<file path="src/rtl/srb_pkg.sv">
package srb_pkg;

  typedef enum logic [2:0] {
    PH_IDLE = 3'd0,
    PH_ALO  = 3'd1,
    PH_AHI  = 3'd2,
    PH_STAT = 3'd3,
    PH_DATA = 3'd4,
    PH_CRCL = 3'd5,
    PH_CRCH = 3'd6,
    PH_FILL = 3'd7
  } phase_t;

  // Reflected CRC update, one byte shifted in LSB first.
  function automatic logic [15:0] crc16_step(input logic [15:0] c,
                                             input logic [7:0]  d,
                                             input logic [15:0] poly);
    logic [15:0] r;
    r = c;
    for (int i = 0; i < 8; i++) begin
      if (r[0] ^ d[i]) r = (r >> 1) ^ poly;
      else             r = r >> 1;
    end
    return r;
  endfunction

endpackage

</file>
<file path="src/rtl/srb_crc.sv">
module srb_crc #(
  parameter int          CRC_W    = 16,
  parameter logic [15:0] POLY     = 16'hA001,
  parameter logic [15:0] INIT     = 16'h0000,
  parameter logic [7:0]  CMD_CODE = 8'hAA
) (
  input  logic             clk,
  input  logic             rst,
  input  logic             clr_i,
  input  logic             upd_i,
  input  logic [7:0]       data_i,
  output logic [CRC_W-1:0] crc_o
);
  import srb_pkg::*;

  localparam logic [15:0] SEEDED = crc16_step(INIT, CMD_CODE, POLY);

  logic [CRC_W-1:0] crc_q;

  always_ff @(posedge clk) begin
    if (rst)        crc_q <= INIT;
    else if (clr_i) crc_q <= SEEDED;
    else if (upd_i) crc_q <= crc16_step(crc_q, data_i, POLY);
  end

  assign crc_o = crc_q;

  AST_CRC_HOLD: assert property (@(posedge clk) disable iff (rst)
    (!clr_i && !upd_i) |=> $stable(crc_q));

  AST_CRC_SEEDED: assert property (@(posedge clk) disable iff (rst)
    clr_i |=> (crc_q == SEEDED));

endmodule

</file>
<file path="src/rtl/srb_ctrl.sv">
module srb_ctrl #(
  parameter int SP_DEPTH = 32,
  parameter int OFS_W    = $clog2(SP_DEPTH)
) (
  input  logic                clk,
  input  logic                rst,
  input  logic                bus_reset_i,
  input  logic                start_i,
  input  logic                req_i,
  input  logic [OFS_W-1:0]    start_ofs_i,
  output srb_pkg::phase_t     phase_o,
  output logic [OFS_W-1:0]    ptr_o,
  output logic                accept_o
);
  import srb_pkg::*;

  localparam logic [OFS_W-1:0] LAST = OFS_W'(SP_DEPTH - 1);

  phase_t           phase_q;
  logic [OFS_W-1:0] ptr_q;
  logic             active;

  assign active   = (phase_q != PH_IDLE);
  assign accept_o = req_i && active && !bus_reset_i && !start_i;

  always_ff @(posedge clk) begin
    if (rst) begin
      phase_q <= PH_IDLE;
      ptr_q   <= '0;
    end else if (bus_reset_i) begin
      phase_q <= PH_IDLE;
    end else if (start_i) begin
      phase_q <= PH_ALO;
      ptr_q   <= start_ofs_i;
    end else if (accept_o) begin
      unique case (phase_q)
        PH_ALO:  phase_q <= PH_AHI;
        PH_AHI:  phase_q <= PH_STAT;
        PH_STAT: phase_q <= PH_DATA;
        PH_DATA: begin
          if (ptr_q == LAST) phase_q <= PH_CRCL;
          else               ptr_q   <= ptr_q + 1'b1;
        end
        PH_CRCL: phase_q <= PH_CRCH;
        PH_CRCH: phase_q <= PH_FILL;
        default: phase_q <= PH_FILL;
      endcase
    end
  end

  assign phase_o = phase_q;
  assign ptr_o   = ptr_q;

  AST_START_LOADS: assert property (@(posedge clk) disable iff (rst)
    (start_i && !bus_reset_i) |=> (phase_q == PH_ALO && ptr_q == $past(start_ofs_i)));

  AST_DATA_PTR_STEP: assert property (@(posedge clk) disable iff (rst)
    (accept_o && phase_q == PH_DATA && ptr_q != LAST) |=> (phase_q == PH_DATA && ptr_q == $past(ptr_q) + 1'b1));

  AST_CRC_AFTER_LAST: assert property (@(posedge clk) disable iff (rst)
    (accept_o && phase_q == PH_DATA && ptr_q == LAST) |=> (phase_q == PH_CRCL));

  AST_FILL_STICKY: assert property (@(posedge clk) disable iff (rst)
    (phase_q == PH_FILL && !bus_reset_i && !start_i) |=> (phase_q == PH_FILL));

  AST_BUSRST_IDLE: assert property (@(posedge clk) disable iff (rst)
    bus_reset_i |=> (phase_q == PH_IDLE));

endmodule

</file>
<file path="src/rtl/srb_out.sv">
module srb_out #(
  parameter int         CRC_W     = 16,
  parameter logic [7:0] FILL_BYTE = 8'hFF
) (
  input  logic             clk,
  input  logic             rst,
  input  srb_pkg::phase_t  phase_i,
  input  logic             accept_i,
  input  logic [7:0]       tgt_lo_i,
  input  logic [7:0]       tgt_hi_i,
  input  logic [7:0]       stat_i,
  input  logic [7:0]       sp_data_i,
  input  logic [CRC_W-1:0] crc_i,
  output logic             feed_o,
  output logic [7:0]       feed_data_o,
  output logic             vld_o,
  output logic [7:0]       byte_o
);
  import srb_pkg::*;

  logic [7:0] sel;
  logic       covered;

  always_comb begin
    sel     = FILL_BYTE;
    covered = 1'b0;
    unique case (phase_i)
      PH_ALO:  begin sel = tgt_lo_i;    covered = 1'b1; end
      PH_AHI:  begin sel = tgt_hi_i;    covered = 1'b1; end
      PH_STAT: begin sel = stat_i;      covered = 1'b1; end
      PH_DATA: begin sel = sp_data_i;   covered = 1'b1; end
      PH_CRCL: sel = ~crc_i[7:0];
      PH_CRCH: sel = ~crc_i[15:8];
      default: sel = FILL_BYTE;
    endcase
  end

  assign feed_o      = accept_i && covered;
  assign feed_data_o = sel;

  always_ff @(posedge clk) begin
    if (rst) begin
      vld_o  <= 1'b0;
      byte_o <= '0;
    end else begin
      vld_o <= accept_i;
      if (accept_i) byte_o <= sel;
    end
  end

  AST_BYTE_HELD: assert property (@(posedge clk) disable iff (rst)
    !accept_i |=> $stable(byte_o));

endmodule

</file>
<file path="src/rtl/scratchpad_reader.sv">
module scratchpad_reader #(
  parameter int          SP_DEPTH  = 32,
  parameter int          OFS_W     = $clog2(SP_DEPTH),
  parameter logic [7:0]  CMD_CODE  = 8'hAA,
  parameter logic [15:0] CRC_POLY  = 16'hA001,
  parameter logic [7:0]  FILL_BYTE = 8'hFF
) (
  input  logic             clk,
  input  logic             rst,
  input  logic             bus_reset_i,
  input  logic             rd_start_i,
  input  logic             byte_req_i,
  input  logic [7:0]       tgt_lo_i,
  input  logic [7:0]       tgt_hi_i,
  input  logic [7:0]       stat_i,
  output logic [OFS_W-1:0] sp_addr_o,
  input  logic [7:0]       sp_data_i,
  output logic             byte_vld_o,
  output logic [7:0]       byte_o
);
  import srb_pkg::*;

  localparam int CRC_W = 16;

  phase_t           phase;
  logic [OFS_W-1:0] ptr;
  logic             accept;
  logic             feed;
  logic [7:0]       feed_data;
  logic [CRC_W-1:0] crc;

  srb_ctrl #(.SP_DEPTH(SP_DEPTH), .OFS_W(OFS_W)) u_ctrl (
    .clk         (clk),
    .rst         (rst),
    .bus_reset_i (bus_reset_i),
    .start_i     (rd_start_i),
    .req_i       (byte_req_i),
    .start_ofs_i (tgt_lo_i[OFS_W-1:0]),
    .phase_o     (phase),
    .ptr_o       (ptr),
    .accept_o    (accept)
  );

  srb_crc #(.CRC_W(CRC_W), .POLY(CRC_POLY), .INIT(16'h0000), .CMD_CODE(CMD_CODE)) u_crc (
    .clk    (clk),
    .rst    (rst),
    .clr_i  (rd_start_i),
    .upd_i  (feed),
    .data_i (feed_data),
    .crc_o  (crc)
  );

  srb_out #(.CRC_W(CRC_W), .FILL_BYTE(FILL_BYTE)) u_out (
    .clk         (clk),
    .rst         (rst),
    .phase_i     (phase),
    .accept_i    (accept),
    .tgt_lo_i    (tgt_lo_i),
    .tgt_hi_i    (tgt_hi_i),
    .stat_i      (stat_i),
    .sp_data_i   (sp_data_i),
    .crc_i       (crc),
    .feed_o      (feed),
    .feed_data_o (feed_data),
    .vld_o       (byte_vld_o),
    .byte_o      (byte_o)
  );

  assign sp_addr_o = ptr;

  AST_VLD_NEEDS_REQ: assert property (@(posedge clk) disable iff (rst)
    byte_vld_o |-> $past(byte_req_i));

  AST_NO_VLD_AFTER_BUSRST: assert property (@(posedge clk) disable iff (rst)
    $past(bus_reset_i) |-> !byte_vld_o);

  AST_FILL_VALUE: assert property (@(posedge clk) disable iff (rst)
    (byte_vld_o && $past(phase) == PH_FILL) |-> (byte_o == FILL_BYTE));

  AST_FIRST_IS_ADDR: assert property (@(posedge clk) disable iff (rst)
    (byte_vld_o && $past(phase) == PH_ALO) |-> (byte_o == $past(tgt_lo_i)));

endmodule

</file>
<file path="config.mk">
export PLATFORM = sky130hd
export DESIGN_NAME = scratchpad_reader
export DESIGN_NICKNAME = d
export VERILOG_FILES = /design/src/rtl/srb_pkg.sv /design/src/rtl/srb_crc.sv /design/src/rtl/srb_ctrl.sv /design/src/rtl/srb_out.sv /design/src/rtl/scratchpad_reader.sv
export SDC_FILE = /design/constraint.sdc
export NUM_CORES = 1
export LEC_CHECK = 0
export ABC_AREA = 1
export BUFFER_PORTS_ARGS = -buffer_cell sky130_fd_sc_hd__buf_2
export CORE_MARGIN = 3
export CORE_UTILIZATION = 45
export DETAILED_ROUTE_END_ITERATION = 6
export PLACE_DENSITY = 0.79
export REMOVE_ABC_BUFFERS = 1
export SLEW_MARGIN = 20
export SYNTH_ARGS = -nofsm -noshare
export SYNTH_HDL_FRONTEND = slang
export SYNTH_SLANG_ARGS = --single-unit
</file>
<file path="constraint.sdc">
create_clock -name clk -period 7.2 [get_ports clk]
set_clock_uncertainty 0.1 [all_clocks]
set_input_delay 2.16 -clock clk [delete_from_list [all_inputs] [get_ports clk]]
set_output_delay 2.16 -clock clk [all_outputs]
set_load 0.05 [all_outputs]
</file>
# Yosys cells after proc, flatten, opt, wreduce, memory -nomap -nowiden
# Index checks and enable logic that the tools add are counted.
dict set report op_classes {
  eq_ne 10
  addsub 1
  mux 41
  bitwise 19
  n_reduce_logical 17
}
# cell count
set ops {}
lappend ops {{two-way mux 16 bit} 29}
lappend ops {{one-hot mux 8 bit (6 select lines)} 1}
lappend ops {{two-way mux 15 bit} 2}
lappend ops {{NOT 2 -> 3 bit} 8}
lappend ops {{two-way mux 5 bit} 4}
lappend ops {{NOT 8 bit} 2}
lappend ops {{one-hot mux 3 bit (5 select lines)} 1}
lappend ops {{== test 3 bit, second input constant} 3}
lappend ops {{bitwise XOR 1 bit} 8}
lappend ops {{== test 3 x 2 -> 1 bit, second input constant} 2}
lappend ops {{nonzero test 2 bit} 3}
lappend ops {{adder 5 x 1 -> 5 bit, second input constant} 1}
lappend ops {{== test 5 bit, second input constant} 1}
lappend ops {{logical AND 1 bit} 4}
lappend ops {{AND reduction 2 bit} 2}
lappend ops {{AND reduction 4 bit} 1}
lappend ops {{OR reduction 2 bit} 2}
lappend ops {{OR reduction 4 bit} 1}
lappend ops {{== test 3 x 1 -> 1 bit, second input constant} 1}
lappend ops {{two-way mux 1 bit} 3}
lappend ops {{two-way mux 3 bit} 1}
lappend ops {{inequality test 3 x 2 -> 1 bit, second input constant} 1}
lappend ops {{nonzero test 3 bit} 1}
lappend ops {{OR reduction 3 bit} 1}
lappend ops {{4 further kinds} 5}
dict set report totals {
  elab_cells 95
  input_bits 37
  register_bits 33
}

# Longest topological paths before layout
dict set report logic_depth {
  ltp_word 42
  mapped_depth 27
  mapped_depth_nobuf 26
}

# Modules after synthesis
# A second synthesis with hierarchy kept.
dict set report hier_totals {
  hier_cells 404
  hier_area_um2 2607.5
}
# mod instances area_each_um2 cells_each seq_area_each_um2
set modules_own_cells {}
lappend modules_own_cells {srb_crc 1 1064.8 143 320.3}
lappend modules_own_cells {srb_out 1 950.9 171 180.2}
lappend modules_own_cells {srb_ctrl 1 591.8 90 160.2}

# Least setup slack after synthesis
# Ideal clock, no wire load.
dict set report synth_path {
  path_type {in2reg}
  from {input port stat_i[0]}
  to {register u_crc.crc_q[0] (netlist: u_crc.crc_o[0])}
  slack_ns 3.324
  arrival_time_ns 3.667
  cell_stages 22
  cell_sequence {nand4_1 > nand2_1 > nor2_2 > nand2_2 > nand2_1 > nand2_1 > nand2_2 > nand3_1 > nand2_2 > nand2_1 > nand3_2 > nand2_2 > nand2_2 > nand2_2 > nand2_2 > nand2_1 > nand2_1 > nand2_1 > nand2_1 > nand3_1 > nand2_1 > inv_1}
}
dict set report synth_between {
  elab_chain_cells 38
}
# element line_no
set synth_rtl {}
lappend synth_rtl {{start, declared} scratchpad_reader.sv:15} ;# input logic [7:0] stat_i,
lappend synth_rtl {{one-hot mux 8 bit (6 select lines)} srb_out.sv:27} ;# unique case (phase_i)
lappend synth_rtl {{bitwise XOR 1 bit} srb_pkg.sv:21} ;# if (r[0] ^ d[i]) r = (r >> 1) ^ poly;
lappend synth_rtl {{two-way mux 16 bit} srb_pkg.sv:21}
lappend synth_rtl {{two-way mux 16 bit} srb_crc.sv:23} ;# else if (upd_i) crc_q <= crc16_step(crc_q, data_i, POLY);
lappend synth_rtl {{two-way mux 16 bit} srb_crc.sv:22} ;# else if (clr_i) crc_q <= SEEDED;
lappend synth_rtl {{two-way mux 16 bit} srb_crc.sv:21} ;# if (rst) crc_q <= INIT;
lappend synth_rtl {{bitwise XOR 1 bit} srb_pkg.sv:21}
lappend synth_rtl {{two-way mux 16 bit} srb_pkg.sv:21}
lappend synth_rtl {{[... 22 more ...]} -}
lappend synth_rtl {{two-way mux 16 bit} srb_crc.sv:21}
lappend synth_rtl {{bitwise XOR 1 bit} srb_pkg.sv:21}
lappend synth_rtl {{two-way mux 16 bit} srb_pkg.sv:21}
lappend synth_rtl {{two-way mux 16 bit} srb_crc.sv:23}
lappend synth_rtl {{two-way mux 16 bit} srb_crc.sv:22}
lappend synth_rtl {{two-way mux 16 bit} srb_crc.sv:21}
lappend synth_rtl {{bitwise XOR 1 bit} srb_pkg.sv:21}
lappend synth_rtl {{two-way mux 16 bit} srb_pkg.sv:21}
lappend synth_rtl {{end signal, assigned} srb_crc.sv:23}
lappend synth_rtl {{end, declared} srb_crc.sv:18} ;# logic [CRC_W-1:0] crc_q;
# Every way passes these cells. The select of a mux whose other input is x is not followed.
# A chain may end at the register's enable or synchronous reset.

# Worst setup path after layout
dict set report layout_path {
  from {input port bus_reset_i}
  to {register u_crc.crc_q[10] (netlist: u_crc.crc_o[10])}
}
dict set report layout_between {
  elab_chain_cells 5
}
# element line_no
set layout_rtl {}
lappend layout_rtl {{start, declared} scratchpad_reader.sv:10} ;# input logic bus_reset_i,
lappend layout_rtl {{zero test 1 bit} srb_ctrl.sv:24} ;# assign accept_o = req_i && active && !bus_reset_i && !start_i;
lappend layout_rtl {{logical AND 1 bit (2 in a row)} srb_ctrl.sv:24}
lappend layout_rtl {{logical AND 1 bit} srb_out.sv:38} ;# assign feed_o = accept_i && covered;
lappend layout_rtl {{nonzero test 2 bit (no source line)} -}
# Every way passes these cells.

==> impl_metrics.sql <==
INSERT INTO impl_metrics (metric_group, metric, value, unit) VALUES
('layout', 'fraction_of_layout_instances_using_a_drive_strength_above_1', '24.5', '%'),
('power', 'powerDensity', '166', 'nW/um^2'),
('placement', 'dpl_cell_area', '2490', 'sq um'),
('layout', 'antennaDiodeCount', '0', ''),
('floorplan', 'num_rows', '24', ''),
('sta', 'unrepaired_setup_endpoints_after_global_routing', 'false', ''),
('placement', 'dp.final_hpwl', '4.79', 'mm'),
('detailed_routing', 'via_count', '2367', ''),
('synthesis', 'yosys.cell_types.count', '39', ''),
('clock_network', 'clockRootBuffer', 'sky130_fd_sc_hd__clkbuf_8', ''),
('sta', 'setup_viol', '0', ''),
('clock_network', 'clock_latency_on_the_worst_skew_pair', '0.29', 'ns'),
('sta', 'final-max-slew-violation-count', '0', ''),
('detailed_routing', 'wl_per_cell', '14.4', 'um'),
('sta', 'fmax', '226', 'MHz'),
('placement', 'number_of_port_buffers', '50', ''),
('sta', 'timing.final.hold_violations', '0', ''),
('layout', 'nFillCells', '435', ''),
('detailed_routing', 'route.antenna.remaining_nets', '0', ''),
('synthesis', 'synth.ff_latch_count', '33', ''),
('synthesis', 'yosysSeqAreaShare', '30.0', '%'),
('worst_setup_path', 'worst-path-max-fanout', '16', ''),
('layout', 'layout.nets', '413', ''),
('placement', 'place_inst', '432', ''),
('global_route', 'grt_antenna_before_repair', '0', ''),
('layout', 'areaGrowthSynthToFinish', '16.4', '%'),
('synthesis', 'syn_area_cell', '6.78', 'sq um'),
('sta', 'timing.hold.ws', '0.413', 'ns'),
('clock_network', 'postCtsResizedCells', '0', ''),
('global_route', 'first_global_vias', '2231', ''),
('layout', 'final_core_util', '56.6', '%'),
('global_route', 'grt_overflow_total', '0', ''),
('synthesis', 'synthMostInstantiatedCell', 'sky130_fd_sc_hd__nand2_1', ''),
('clock_network', 'post_cts.repair.setup_buffers', '0', ''),
('clock_network', 'ctsLongestPathBuffers', '2', ''),
('floorplan', 'starting_density', '48.6', '%'),
('worst_setup_path', 'critPathKind', 'in -> reg', ''),
('layout', 'post-route-cell-area', '2570', 'sq um'),
('clock_network', 'clock_sink_count', '33', ''),
('power', 'p_leak', '1.27', 'nW'),
('clock_network', 'numCtsBuffers', '5', ''),
('synthesis', 'synth_area_leaders', 'sky130_fd_sc_hd__dfxtp_1 30%, sky130_fd_sc_hd__nand2_1 9.7%, sky130_fd_sc_hd__inv_1 7.8%', ''),
('sta', 'fin_crit', '4.43', 'ns'),
('sta', 'finalSetupTns', '0', 'ns'),
('sta', 'worst_pin_slew', '0.927', 'ns'),
('synthesis', 'synth_top_cells_by_count', '57 x sky130_fd_sc_hd__nand2_1, 46 x sky130_fd_sc_hd__inv_1, 33 x sky130_fd_sc_hd__dfxtp_1, 29 x sky130_fd_sc_hd__nand3_1, 26 x sky130_fd_sc_hd__o21ai_0', ''),
('synthesis', 'synthDominantCellAreaShare', '30.0', '%'),
('worst_setup_path', 'worstSetupEndpointType', 'flop', ''),
('clock_network', 'htree_num_levels', '2', ''),
('synthesis', 'mappedNetlistArea', '2200', 'sq um'),
('synthesis', 'yosys_most_used_dff', 'sky130_fd_sc_hd__dfxtp_1', ''),
('power', 'power.ir.vdd_worst', '0.0915', 'mV'),
('job', 'maxCapViolations', '0', ''),
('layout', 'stdcell_count', '440', ''),
('floorplan', 'die_h', '76.0', 'um'),
('sta', 'post-route-period-util', '61.6', '%'),
('worst_setup_path', 'cp_data_required_time', '7.32', 'ns'),
('synthesis', 'synth_enable_flop_cells', '0', ''),
('detailed_routing', 'via_per_inst', '5.38', ''),
('clock_network', 'clkSlewWorstSetupHoldPaths', '0.07', 'ns'),
('placement', 'routabilityCongestion', '0.866', ''),
('synthesis', 'ys.warnings.count', '0', ''),
('detailed_routing', 'post-route-drc-count', '0', ''),
('min_path', 'worstHoldPathType', 'reg -> reg', ''),
('placement', 'preCtsSetupSlack', '2.55', 'ns'),
('global_route', 'pin_count_of_the_biggest_net_entering_global_routing', '22', ''),
('clock_network', 'tritoncts', 'built', ''),
('detailed_routing', 'first_pass_iters', '5', ''),
('worst_setup_path', 'timing.critical_path.arrival', '4.55', 'ns'),
('status', 'run_status', 'finished, final reports clean', ''),
('detailed_routing', 'drt_total_wl', '6.32', 'mm');
==> critical path, cell delays in order <==
cell	delay, ns
sky130_fd_sc_hd__buf_2	0.10
sky130_fd_sc_hd__inv_1	0.09
sky130_fd_sc_hd__nand3_1	0.10
sky130_fd_sc_hd__nor2_1	0.59
sky130_fd_sc_hd__o21ai_1	0.54
sky130_fd_sc_hd__clkinv_1	0.33
sky130_fd_sc_hd__nor2_1	0.06
sky130_fd_sc_hd__inv_1	0.23
sky130_fd_sc_hd__o21ai_0	0.16
sky130_fd_sc_hd__a21oi_1	0.18
==> layout make-up <==
type                            instances  area, sq um  area share (%)
Tap cell                               65         81.3            3.17
Multi-Input combinational cell        234         1310            50.9
Inverter                               50          188            7.31
Timing Repair Buffer                   50          250            9.75
Clock buffer                            8         80.1            3.12
Sequential cell                        33          661            25.7
==> layer usage <==
layer,vias up,wire length (um),global-route usage (%)
met2,91,3020,36.8
li1,1186,-,-
met3,7,459,4.37
met5,-,0,0
met4,0,85,6.88
met1,1083,2760,28.5
==> report_power, final <==
group          switching, mW  internal [mW]
logic                 0.0606         0.0306
registers            0.00662          0.189
clock network         0.0706         0.0687
==> sequential cells by signal (all words and copies together) (netlist names) <==
name,flops
u_out.byte_o,8
u_ctrl.ptr_o,5
u_ctrl.phase_o,3
u_crc.crc_o,16
u_out.vld_o,1
==> kinds of logic (layout without fill, tap and decap cells) <==
group	count (synthesis)	in the layout	share of synthesized area, %
AO/OA/AOI/OAI	76	76	21.0
XOR/XNOR	7	7	3.12
adder cells (fa/ha/maj)	2	2	1.13
buffers and inverters	58	108	10.8
flip-flops	33	33	30.0
AND/OR/NAND/NOR	149	149	34.0
==> layout by cell type, fill, tap and decap left out, types with 7 or more instances in the layout <==
master,netlist,layout
sky130_fd_sc_hd__buf_2,1,50
sky130_fd_sc_hd__nand2_1,57,57
sky130_fd_sc_hd__dfxtp_1,33,33
sky130_fd_sc_hd__a21oi_1,17,17
sky130_fd_sc_hd__nand4_1,7,7
sky130_fd_sc_hd__nand3_1,29,29
sky130_fd_sc_hd__nor2_1,20,20
sky130_fd_sc_hd__inv_1,46,46
sky130_fd_sc_hd__nand2_2,18,18
sky130_fd_sc_hd__o21ai_0,26,26
==> worst paths after layout <==
| kind | depth (start not counted) | endpoint | slack, ns | startpoint |
|---|---|---|---|---|
| setup / recovery | 10 | u_crc.crc_o[10] | 2.77 | bus_reset_i |
| hold reg to reg | 2 | u_crc.crc_o[5] | 0.41 | u_crc.crc_o[5] |
| hold / removal | 2 | u_crc.crc_o[5] | 0.41 | u_crc.crc_o[5] |
| setup reg to reg | 10 | u_crc.crc_o[10] | 3.80 | u_ctrl.phase_o[2] |
Note: power is estimated with default switching activity, not from simulation.
